--- config.mk ---
export PLATFORM = sky130hd
export DESIGN_NAME = i2c_byte_engine
export DESIGN_NICKNAME = d
export VERILOG_FILES = /design/src/rtl/i2cbe_pkg.sv /design/src/rtl/i2cbe_sync.sv /design/src/rtl/i2cbe_regs.sv /design/src/rtl/i2cbe_engine.sv /design/src/rtl/i2c_byte_engine.sv
export SDC_FILE = /design/constraint.sdc
export NUM_CORES = 1
export LEC_CHECK = 0
export ABC_CLOCK_PERIOD_IN_PS = 2300
export BUFFER_PORTS_ARGS = -buffer_cell sky130_fd_sc_hd__buf_4
export CORE_MARGIN = 2
export CORE_UTILIZATION = 58
export CTS_CLUSTER_DIAMETER = 30
export DETAILED_ROUTE_END_ITERATION = 16
export PLACE_DENSITY = 0.8
export SYNTH_ARGS = -nofsm -noshare
export SYNTH_HDL_FRONTEND = slang
export SYNTH_SLANG_ARGS = --single-unit
--- constraint.sdc ---
create_clock -name clk -period 2.3 [get_ports clk]
set_input_delay 0.345 -clock clk [delete_from_list [all_inputs] [get_ports clk]]
set_output_delay 0.345 -clock clk [all_outputs]
set_load 0.01 [all_outputs]
--- src/rtl/i2cbe_pkg.sv ---
package i2cbe_pkg;
  typedef enum logic [2:0] {
    ST_IDLE,
    ST_ADDR,
    ST_DATA,
    ST_ACK,
    ST_SKIP
  } eng_state_t;

  // control register field positions
  localparam int CTL_EN     = 3;
  localparam int CTL_FREE   = 4;
  localparam int CTL_ACKCLK = 5;
  localparam int CTL_SRST   = 6;

  // register select codes
  localparam logic [1:0] RA_CTRL = 2'd0;
  localparam logic [1:0] RA_SLV  = 2'd1;
  localparam logic [1:0] RA_DATA = 2'd2;

  localparam logic [7:0] STATUS_IDLE = 8'h10;
endpackage

--- src/rtl/i2cbe_sync.sv ---
module i2cbe_sync #(
  parameter int STAGES = 2
) (
  input  logic clk,
  input  logic rst_n,
  input  logic scl_in,
  input  logic sda_in,
  output logic scl_s,
  output logic scl_rise,
  output logic scl_fall,
  output logic sda_s,
  output logic start_det,
  output logic stop_det
);
  logic [STAGES-1:0] scl_pipe_q, sda_pipe_q, scl_pipe_d, sda_pipe_d;
  logic scl_prev_q, sda_prev_q;

  generate
    if (STAGES == 1) begin : g_one
      always_comb begin
        scl_pipe_d = scl_in;
        sda_pipe_d = sda_in;
      end
    end else begin : g_many
      always_comb begin
        scl_pipe_d = {scl_pipe_q[STAGES-2:0], scl_in};
        sda_pipe_d = {sda_pipe_q[STAGES-2:0], sda_in};
      end
    end
  endgenerate

  always_ff @(posedge clk or negedge rst_n) begin
    if (!rst_n) begin
      scl_pipe_q <= '1;
      sda_pipe_q <= '1;
      scl_prev_q <= 1'b1;
      sda_prev_q <= 1'b1;
    end else begin
      scl_pipe_q <= scl_pipe_d;
      sda_pipe_q <= sda_pipe_d;
      scl_prev_q <= scl_s;
      sda_prev_q <= sda_s;
    end
  end

  always_comb begin
    scl_s     = scl_pipe_q[STAGES-1];
    sda_s     = sda_pipe_q[STAGES-1];
    scl_rise  = scl_s & ~scl_prev_q;
    scl_fall  = ~scl_s & scl_prev_q;
    start_det = scl_s & scl_prev_q & sda_prev_q & ~sda_s;
    stop_det  = scl_s & scl_prev_q & ~sda_prev_q & sda_s;
  end
endmodule

--- src/rtl/i2cbe_regs.sv ---
module i2cbe_regs
  import i2cbe_pkg::*;
#(
  parameter int DW  = 8,
  parameter int AW  = 2,
  localparam int SAW = DW - 1,
  localparam int BCW = $clog2(DW)
) (
  input  logic           clk,
  input  logic           rst_n,
  input  logic           we,
  input  logic [AW-1:0]  addr,
  input  logic [DW-1:0]  wdata,
  input  logic           clr_bc,
  input  logic           tmo_set,
  output logic [DW-1:0]  ctrl_q,
  output logic [SAW-1:0] slv_q,
  output logic           tmo_q,
  output logic           dat_we,
  output logic           int_clr
);
  logic [DW-1:0]  ctrl_d;
  logic [SAW-1:0] slv_d;
  logic           tmo_d;

  always_comb begin
    int_clr = ~ctrl_q[CTL_EN] | ctrl_q[CTL_SRST];
    ctrl_d  = ctrl_q;
    slv_d   = slv_q;
    tmo_d   = tmo_q;
    ctrl_d[CTL_SRST] = 1'b0;
    if (we && addr == AW'(RA_CTRL)) begin
      ctrl_d = wdata;
      ctrl_d[DW-1] = 1'b0;
      ctrl_d[CTL_SRST] = wdata[CTL_SRST] & wdata[CTL_EN];
    end
    if (clr_bc) ctrl_d[BCW-1:0] = '0;
    if (we && addr == AW'(RA_SLV)) slv_d = wdata[SAW-1:0];
    if (tmo_set) tmo_d = 1'b1;
    if (int_clr) tmo_d = 1'b0;
    dat_we = we && (addr == AW'(RA_DATA)) && !int_clr;
  end

  always_ff @(posedge clk or negedge rst_n) begin
    if (!rst_n) begin
      ctrl_q <= '0;
      slv_q  <= '0;
      tmo_q  <= 1'b0;
    end else begin
      ctrl_q <= ctrl_d;
      slv_q  <= slv_d;
      tmo_q  <= tmo_d;
    end
  end
endmodule

--- src/rtl/i2cbe_engine.sv ---
module i2cbe_engine
  import i2cbe_pkg::*;
#(
  parameter int DW  = 8,
  localparam int SAW = DW - 1,
  localparam int BCW = $clog2(DW),
  localparam int CW  = $clog2(DW + 1)
) (
  input  logic           clk,
  input  logic           rst_n,
  input  logic           int_clr,
  input  logic           start_det,
  input  logic           stop_det,
  input  logic           scl_rise,
  input  logic           scl_fall,
  input  logic           sda_s,
  input  logic [BCW-1:0] bc,
  input  logic           free_fmt,
  input  logic           ack_clk,
  input  logic [SAW-1:0] slv,
  input  logic           dat_we,
  input  logic [DW-1:0]  dat_wdata,
  output logic           clr_bc,
  output logic [DW-1:0]  data_q,
  output logic [7:0]     status,
  output logic           sda_oe
);
  eng_state_t     st_q, st_d;
  logic [CW-1:0]  cnt_q, cnt_d, cnt_inc, tgt, tx_idx;
  logic [DW-1:0]  sh_q, sh_d, sh_new, data_d;
  logic           acc_q, acc_d, isad_q, isad_d, ackd_q, ackd_d, oe_q, oe_d;
  logic           trx_q, trx_d, bb_q, bb_d, pin_q, pin_d;
  logic           aas_q, aas_d, gc_q, gc_d, lrb_q, lrb_d;
  logic           hit, gcall, acc_new, trx_new;

  always_comb begin
    tgt     = (st_q == ST_ADDR || bc == '0) ? CW'(DW) : CW'(bc);
    sh_new  = {sh_q[DW-2:0], sda_s};
    cnt_inc = cnt_q + CW'(1);
    tx_idx  = CW'(DW - 1) - cnt_q;
    gcall   = !free_fmt && (sh_new == '0);
    hit     = !free_fmt && !gcall && (sh_new[DW-1:1] == slv);
    acc_new = free_fmt | hit | gcall;
    trx_new = hit & sh_new[0];
  end

  always_comb begin
    st_d = st_q;  cnt_d = cnt_q;  sh_d = sh_q;  data_d = data_q;
    acc_d = acc_q;  isad_d = isad_q;  ackd_d = ackd_q;  oe_d = oe_q;
    trx_d = trx_q;  bb_d = bb_q;  pin_d = pin_q;
    aas_d = aas_q;  gc_d = gc_q;  lrb_d = lrb_q;
    clr_bc = 1'b0;
    if (int_clr) begin
      st_d = ST_IDLE;  cnt_d = '0;  sh_d = '0;  acc_d = 1'b0;  isad_d = 1'b0;
      ackd_d = 1'b0;  oe_d = 1'b0;  trx_d = 1'b0;  bb_d = 1'b0;  pin_d = 1'b1;
      aas_d = 1'b0;  gc_d = 1'b0;  lrb_d = 1'b0;
    end else begin
      if (dat_we) begin
        data_d = dat_wdata;
        pin_d  = 1'b1;
      end
      if (start_det) begin
        st_d = ST_ADDR;  cnt_d = '0;  sh_d = '0;  acc_d = 1'b0;  ackd_d = 1'b0;
        oe_d = 1'b0;  trx_d = 1'b0;  bb_d = 1'b1;  aas_d = 1'b0;  gc_d = 1'b0;
        clr_bc = 1'b1;
      end else if (stop_det) begin
        st_d = ST_IDLE;  bb_d = 1'b0;  oe_d = 1'b0;
      end else if (scl_rise) begin
        unique case (st_q)
          ST_ADDR, ST_DATA: begin
            if (cnt_inc == tgt) begin
              cnt_d = '0;
              sh_d  = '0;
              if (st_q == ST_ADDR) begin
                isad_d = 1'b1;
                acc_d  = acc_new;
                aas_d  = hit;
                gc_d   = gcall;
                trx_d  = trx_new;
                if (acc_new && !trx_new) data_d = sh_new;
              end else begin
                isad_d = 1'b0;
                if (acc_q && !trx_q) data_d = sh_new;
              end
              if (ack_clk) begin
                st_d   = ST_ACK;
                ackd_d = 1'b0;
              end else begin
                st_d = ((st_q == ST_ADDR) ? acc_new : acc_q) ? ST_DATA : ST_SKIP;
                if ((st_q == ST_ADDR) ? acc_new : acc_q) begin
                  pin_d  = 1'b0;
                  clr_bc = 1'b1;
                end
              end
            end else begin
              cnt_d = cnt_inc;
              sh_d  = sh_new;
            end
          end
          ST_ACK: begin
            if (!ackd_q) begin
              ackd_d = 1'b1;
              lrb_d  = sda_s;
              if (acc_q) begin
                pin_d  = 1'b0;
                clr_bc = 1'b1;
              end
            end
          end
          default: ;
        endcase
      end else if (scl_fall) begin
        unique case (st_q)
          ST_ACK: begin
            if (ackd_q) begin
              st_d   = acc_q ? ST_DATA : ST_SKIP;
              ackd_d = 1'b0;
              oe_d   = acc_q & trx_q & ~data_q[DW-1];
            end else begin
              oe_d = acc_q & (isad_q | ~trx_q);
            end
          end
          ST_DATA: oe_d = acc_q & trx_q & ~data_q[tx_idx[BCW-1:0]];
          default: oe_d = 1'b0;
        endcase
      end
    end
  end

  always_ff @(posedge clk or negedge rst_n) begin
    if (!rst_n) begin
      st_q <= ST_IDLE;  cnt_q <= '0;  sh_q <= '0;  data_q <= '0;
      acc_q <= 1'b0;  isad_q <= 1'b0;  ackd_q <= 1'b0;  oe_q <= 1'b0;
      trx_q <= 1'b0;  bb_q <= 1'b0;  pin_q <= 1'b1;
      aas_q <= 1'b0;  gc_q <= 1'b0;  lrb_q <= 1'b0;
    end else begin
      st_q <= st_d;  cnt_q <= cnt_d;  sh_q <= sh_d;  data_q <= data_d;
      acc_q <= acc_d;  isad_q <= isad_d;  ackd_q <= ackd_d;  oe_q <= oe_d;
      trx_q <= trx_d;  bb_q <= bb_d;  pin_q <= pin_d;
      aas_q <= aas_d;  gc_q <= gc_d;  lrb_q <= lrb_d;
    end
  end

  always_comb begin
    status = {1'b0, trx_q, bb_q, pin_q, 1'b0, aas_q, gc_q, lrb_q};
    sda_oe = oe_q;
  end
endmodule

--- src/rtl/i2c_byte_engine.sv ---
module i2c_byte_engine
  import i2cbe_pkg::*;
#(
  parameter int DW          = 8,
  parameter int AW          = 2,
  parameter int SYNC_STAGES = 2,
  localparam int SAW = DW - 1,
  localparam int BCW = $clog2(DW)
) (
  input  logic          clk,
  input  logic          rst_n,
  input  logic          reg_we,
  input  logic [AW-1:0] reg_addr,
  input  logic [DW-1:0] reg_wdata,
  input  logic          scl_in,
  input  logic          sda_in,
  input  logic          tmo_set,
  output logic          sda_oe,
  output logic [DW-1:0] ctrl_q,
  output logic [DW-1:0] data_q,
  output logic [7:0]    status,
  output logic          tmo_flag,
  output logic          irq
);
  logic [1:0]     rst_pipe_q;
  logic           rst_n_s;
  logic           scl_s, scl_rise, scl_fall, sda_s, start_det, stop_det;
  logic           clr_bc, dat_we, int_clr;
  logic [SAW-1:0] slv_q;

  always_ff @(posedge clk or negedge rst_n) begin
    if (!rst_n) rst_pipe_q <= 2'b00;
    else        rst_pipe_q <= {rst_pipe_q[0], 1'b1};
  end
  assign rst_n_s = rst_pipe_q[1];

  i2cbe_sync #(.STAGES(SYNC_STAGES)) u_sync (
    .clk(clk), .rst_n(rst_n_s), .scl_in(scl_in), .sda_in(sda_in),
    .scl_s(scl_s), .scl_rise(scl_rise), .scl_fall(scl_fall), .sda_s(sda_s),
    .start_det(start_det), .stop_det(stop_det)
  );

  i2cbe_regs #(.DW(DW), .AW(AW)) u_regs (
    .clk(clk), .rst_n(rst_n_s), .we(reg_we), .addr(reg_addr), .wdata(reg_wdata),
    .clr_bc(clr_bc), .tmo_set(tmo_set), .ctrl_q(ctrl_q), .slv_q(slv_q),
    .tmo_q(tmo_flag), .dat_we(dat_we), .int_clr(int_clr)
  );

  i2cbe_engine #(.DW(DW)) u_eng (
    .clk(clk), .rst_n(rst_n_s), .int_clr(int_clr), .start_det(start_det),
    .stop_det(stop_det), .scl_rise(scl_rise), .scl_fall(scl_fall), .sda_s(sda_s),
    .bc(ctrl_q[BCW-1:0]), .free_fmt(ctrl_q[CTL_FREE]), .ack_clk(ctrl_q[CTL_ACKCLK]),
    .slv(slv_q), .dat_we(dat_we), .dat_wdata(reg_wdata), .clr_bc(clr_bc),
    .data_q(data_q), .status(status), .sda_oe(sda_oe)
  );

  assign irq = ~status[4];
endmodule

==> reports/metrics.csv <==
stage,metric,value,unit
setup_path,type of origin of the critical path,flip-flop,
layout,number of antenna repair diodes,0,
yosys,number of distinct library cells after synthesis,68,
die,count of pins on the block boundary,43,
die,standard-cell rows,27,
yosys,post-synthesis share of cell area spent on xor and xnor gates,3.51,%
route,DRC marker count from the first detailed-route iteration,302,
setup_path,Required @ worst endpoint,2.54,ns
route,via/cell ratio,6.34,
yosys,proportion of synthesized area in mux cells,7.95,%
yosys,number of warning messages in the yosys log,0,
min_path,capture endpoint of the worst hold path,u_sync.sda_pipe_q[0]$_DFF_PN1_,
cts,clk slew on worst S/H paths,0.10,ns
sta,Rel. slew slack,64.7,%
yosys,sequential area share after synthesis,42.7,%
cts,Skew-Pair Late Insertion Delay,0.31,ns
global_routing,aggregate global routing overflow,0,
sta,"crit path setup slack, layout",0.0763,ns
place,detailed-placement wirelength estimate,6310,um
route,final routed wire length divided by cell count,18.9,um
cts,clock tree from TritonCTS,built,
sta,final total negative setup slack,0,ns
yosys,largest family of logic cells by synthesized area,compound AO/OA/AOI/OAI gates,
setup_path,r2r endpoint,u_eng.st_q[0]$_DFFE_PN0P_,
route,remaining number of nets flagged by the antenna check after routing,0,
global_routing,pin count of the biggest net entering global routing,26,
sta,Final Hold Violating Endpoints,0,
yosys,Compound-Gate Fraction of Synth Area,20.7,%
global_routing,first-pass GRT wire length,13500,um
cts,setup fix buffers added after clock tree synthesis,0,
die,die outline area,6200,sq um
setup_path,Worst Setup Path Type,reg -> reg,
setup_path,chain of cells forming the critical path,"ha_1, xnor2_2, xnor2_1, o32ai_4, buf_4, o21ai_4, o311ai_2, mux2i_1",
pwr,largest vdd supply drop,0.445,mV
min_path,source of the worst hold timing path,sda_in,
route,first-pass detailed-route iteration total,5,
layout,fraction of final layout cells with drive strength greater than 1,35.0,%
yosys,number of standard cells after synthesis,306,
setup_path,slowest cell on the critical path,dfrtp_1,
pwr,areal power density over the cells,629,nW/um^2
min_path,instance count along the most critical hold path,1,
setup_path,count of cells along the worst register-to-register path,8,
sta,"Setup violations, final",0,
place,Port Buffer Count,39,
cts,maximum clock insertion buffer count,2,
setup_path,data arrival time at the worst-slack endpoint,2.46,ns
cts,Clock Tree Root,clkbuf_8,
setup_path,buffer and inverter count on the worst path,1,
yosys,post-synthesis simple-gate area fraction,17.1,%
cts,clk sinks,55,
sta,maximum clock frequency,0.450,GHz
layout,multi-input logic area,1710,sq um
route,total length of routed wires,8320,um
yosys,number of enable flip-flop cells after synthesis,0,
global_routing,total routing resource utilization after global routing,28.5,%
layout,Synth-to-Final Area Change,20.3,%
cts,H-tree depth reported by CTS,2,
yosys,synthesized flop and latch total,55,
flow_run,total of max-cap violations,0,
sta,number of pins exceeding their max-slew limit in the final report,0,
layout,most frequent cells in the layout,"buf_4 (75), dfrtp_1 (47), nand2_1 (27)",
route,total vias in the final route,2795,
setup_path,top cell family by delay on the critical path,compound AO/OA/AOI/OAI gates,
pwr,Leakage,0.00181,uW
setup_path,highest cell delay on the worst timing path,0.41,ns
layout,Storage cell area,1390,sq um
global_routing,via count of the first global-routing pass,2587,
sta,time the final worst path needs with I/O delays and setup,2.22,ns
yosys,Post-Syn Area,3240,sq um
yosys,synthesized area per cell,10.6,sq um
setup_path,crit end category,flip-flop,
yosys,share of synthesized flip-flops with an asynchronous set or reset,100,%
die,DIE WIDTH,78.8,um
layout,nets,388,
yosys,area share of fa/ha/maj cells after synthesis,1.54,%
setup_path,startpoint of the worst register-to-register path,u_eng.cnt_q[0]$_DFFE_PN0P_,
setup_path,register-to-register path setup slack,0.08,ns
sta,tightest hold margin,0.132,ns
sta,clock skew after layout,0.00822,ns
cts,TritonCTS buffer count,5,
die,total core area,5440,sq um
route,number of DRC violations after detailed routing,0,
place,"worst slack, placed",0.0376,ns
sta,part of the cycle the worst path needs,96.7,%
die,die span in y,78.8,um
layout,count of fill cells added during filler insertion,392,
min_path,worst min-delay path class,in -> reg,
global_routing,antenna violations before repair,0,
layout,most common library cell in the layout ignoring fill and taps,buf_4,
setup_path,maximum fanout along the worst path,8,
place,RePlAce Congestion,0.938,
die,starting utilization of the core area,59.6,%
run_status,status,"complete, no violations",
sta,transition time at the pin with the least slew margin,0.530,ns
yosys,most common flop cell mapped by yosys,dfrtp_1,
setup_path,launch point of the worst path,u_eng.cnt_q[0]$_DFFE_PN0P_,
## worst max-delay path by stage
stage	to	cells after the start
2_1_floorplan	u_eng.data_q[5]$_DFFE_PN0P_	8
3_3_place_gp	u_eng.data_q[6]$_DFFE_PN0P_	8
4_1_cts	u_eng.st_q[0]$_DFFE_PN0P_	8
3_5_place_dp	u_eng.st_q[0]$_DFFE_PN0P_	8
6_report	u_eng.st_q[0]$_DFFE_PN0P_	8
5_1_grt	u_eng.st_q[0]$_DFFE_PN0P_	8
## per-stage QoR
stage | cell area, sq um | total power, uW | cells | utilization [%]
after detailed placement | 3740 | 1800 | 432 | 68.7
after global placement | 3740 | 1780 | 432 | 68.7
after CTS | 3860 | 2440 | 441 | 70.9
final | 3900 | 2450 | 441 | 71.7
after global routing | 3900 | 2550 | 441 | 71.7
after floorplan | 3250 | 1560 | 308 | -
## layout make-up
type | instances | share of cell area [%]
multi-input cells | 221 | 43.8
flip-flops and latches | 55 | 35.5
repair buffers | 76 | 14.7
well taps | 72 | 2.31
clock buffers | 6 | 1.86
clock inverters | 2 | 0.962
inverters | 9 | 0.866
## kinds of logic after synthesis
logic type	count (synthesis)
flops	55
other cells	2
fa+ha+maj	4
buf+inv	32
compound gates	76
simple gates	103
mux	21
xor+xnor	13
## synthesized netlist by cell type (4+ instances only)
| library cell | instances | share of area [%] |
|---|---|---|
| o211ai_2 | 7 | 2.7 |
| mux2i_1 | 4 | 1.2 |
| a22o_1 | 8 | 2.2 |
| nand4_1 | 7 | 1.4 |
| dfrtp_1 | 48 | 37 |
| buf_4 | 12 | 2.8 |
| dfstp_2 | 7 | 5.7 |
| a32oi_1 | 8 | 2.2 |
| clkbuf_1 | 5 | 0.58 |
| mux2_2 | 13 | 4.5 |
| ha_1 | 4 | 1.5 |
| and3_1 | 10 | 1.9 |
| o21ai_0 | 5 | 0.77 |
| nand2_1 | 27 | 3.1 |
| buf_6 | 4 | 1.4 |
| a21oi_1 | 9 | 1.4 |
| nand2b_1 | 4 | 0.77 |
| nor2_1 | 17 | 2.0 |
| xor2_1 | 11 | 3.0 |
| inv_1 | 9 | 1.0 |
| nor3_1 | 8 | 1.2 |
| nand3_1 | 9 | 1.4 |
| nor2b_1 | 6 | 1.2 |
## flip-flops by register name (all words and copies together), names as in the netlist, 2 cells and up
signal,flops
rst_pipe_q,2
u_eng.cnt_q,4
u_eng.data_q,8
u_eng.sh_q,7
u_eng.st_q,3
u_regs.ctrl_q,7
u_regs.slv_q,7
u_sync.scl_pipe_q,2
u_sync.sda_pipe_q,2
## layer usage
layer | vias up | wire length [um] | track usage, %
li1 | 1248 | - | -
met1 | 1385 | 3470 | 38.9
met2 | 137 | 3980 | 44.7
met3 | 25 | 645 | 6.36
met4 | 0 | 212 | 11.1
met5 | - | 0 | 0
## timing repair
| item | 4_1_cts | 5_1_grt |
|---|---|---|
| endpoints found under the hold margin | 2 | 0 |
| hold buffers | 1 | 0 |
| gates resized for setup | 0 | 6 |
| setup endpoints to repair | 0 | 16 |
## worst register-to-register path, stage by stage, from the launching register on
cell and delay [ns]:
dfrtp_1 0.41, ha_1 0.26, xnor2_2 0.21, xnor2_1 0.12, o32ai_4 0.35, buf_4 0.20, o21ai_4 0.10, o311ai_2 0.30
mux2i_1 0.21
## where the power goes
part | switching (uW) | internal (uW) | leakage, uW | total (uW)
Sequential | 102 | 1050 | 0.000671 | 1150
Clock | 321 | 325 | 0.0000514 | 646
Combinational | 355 | 299 | 0.00109 | 654
Total | 778 | 1670 | 0.00181 | 2450
Power figures use the tool's default switching activity.
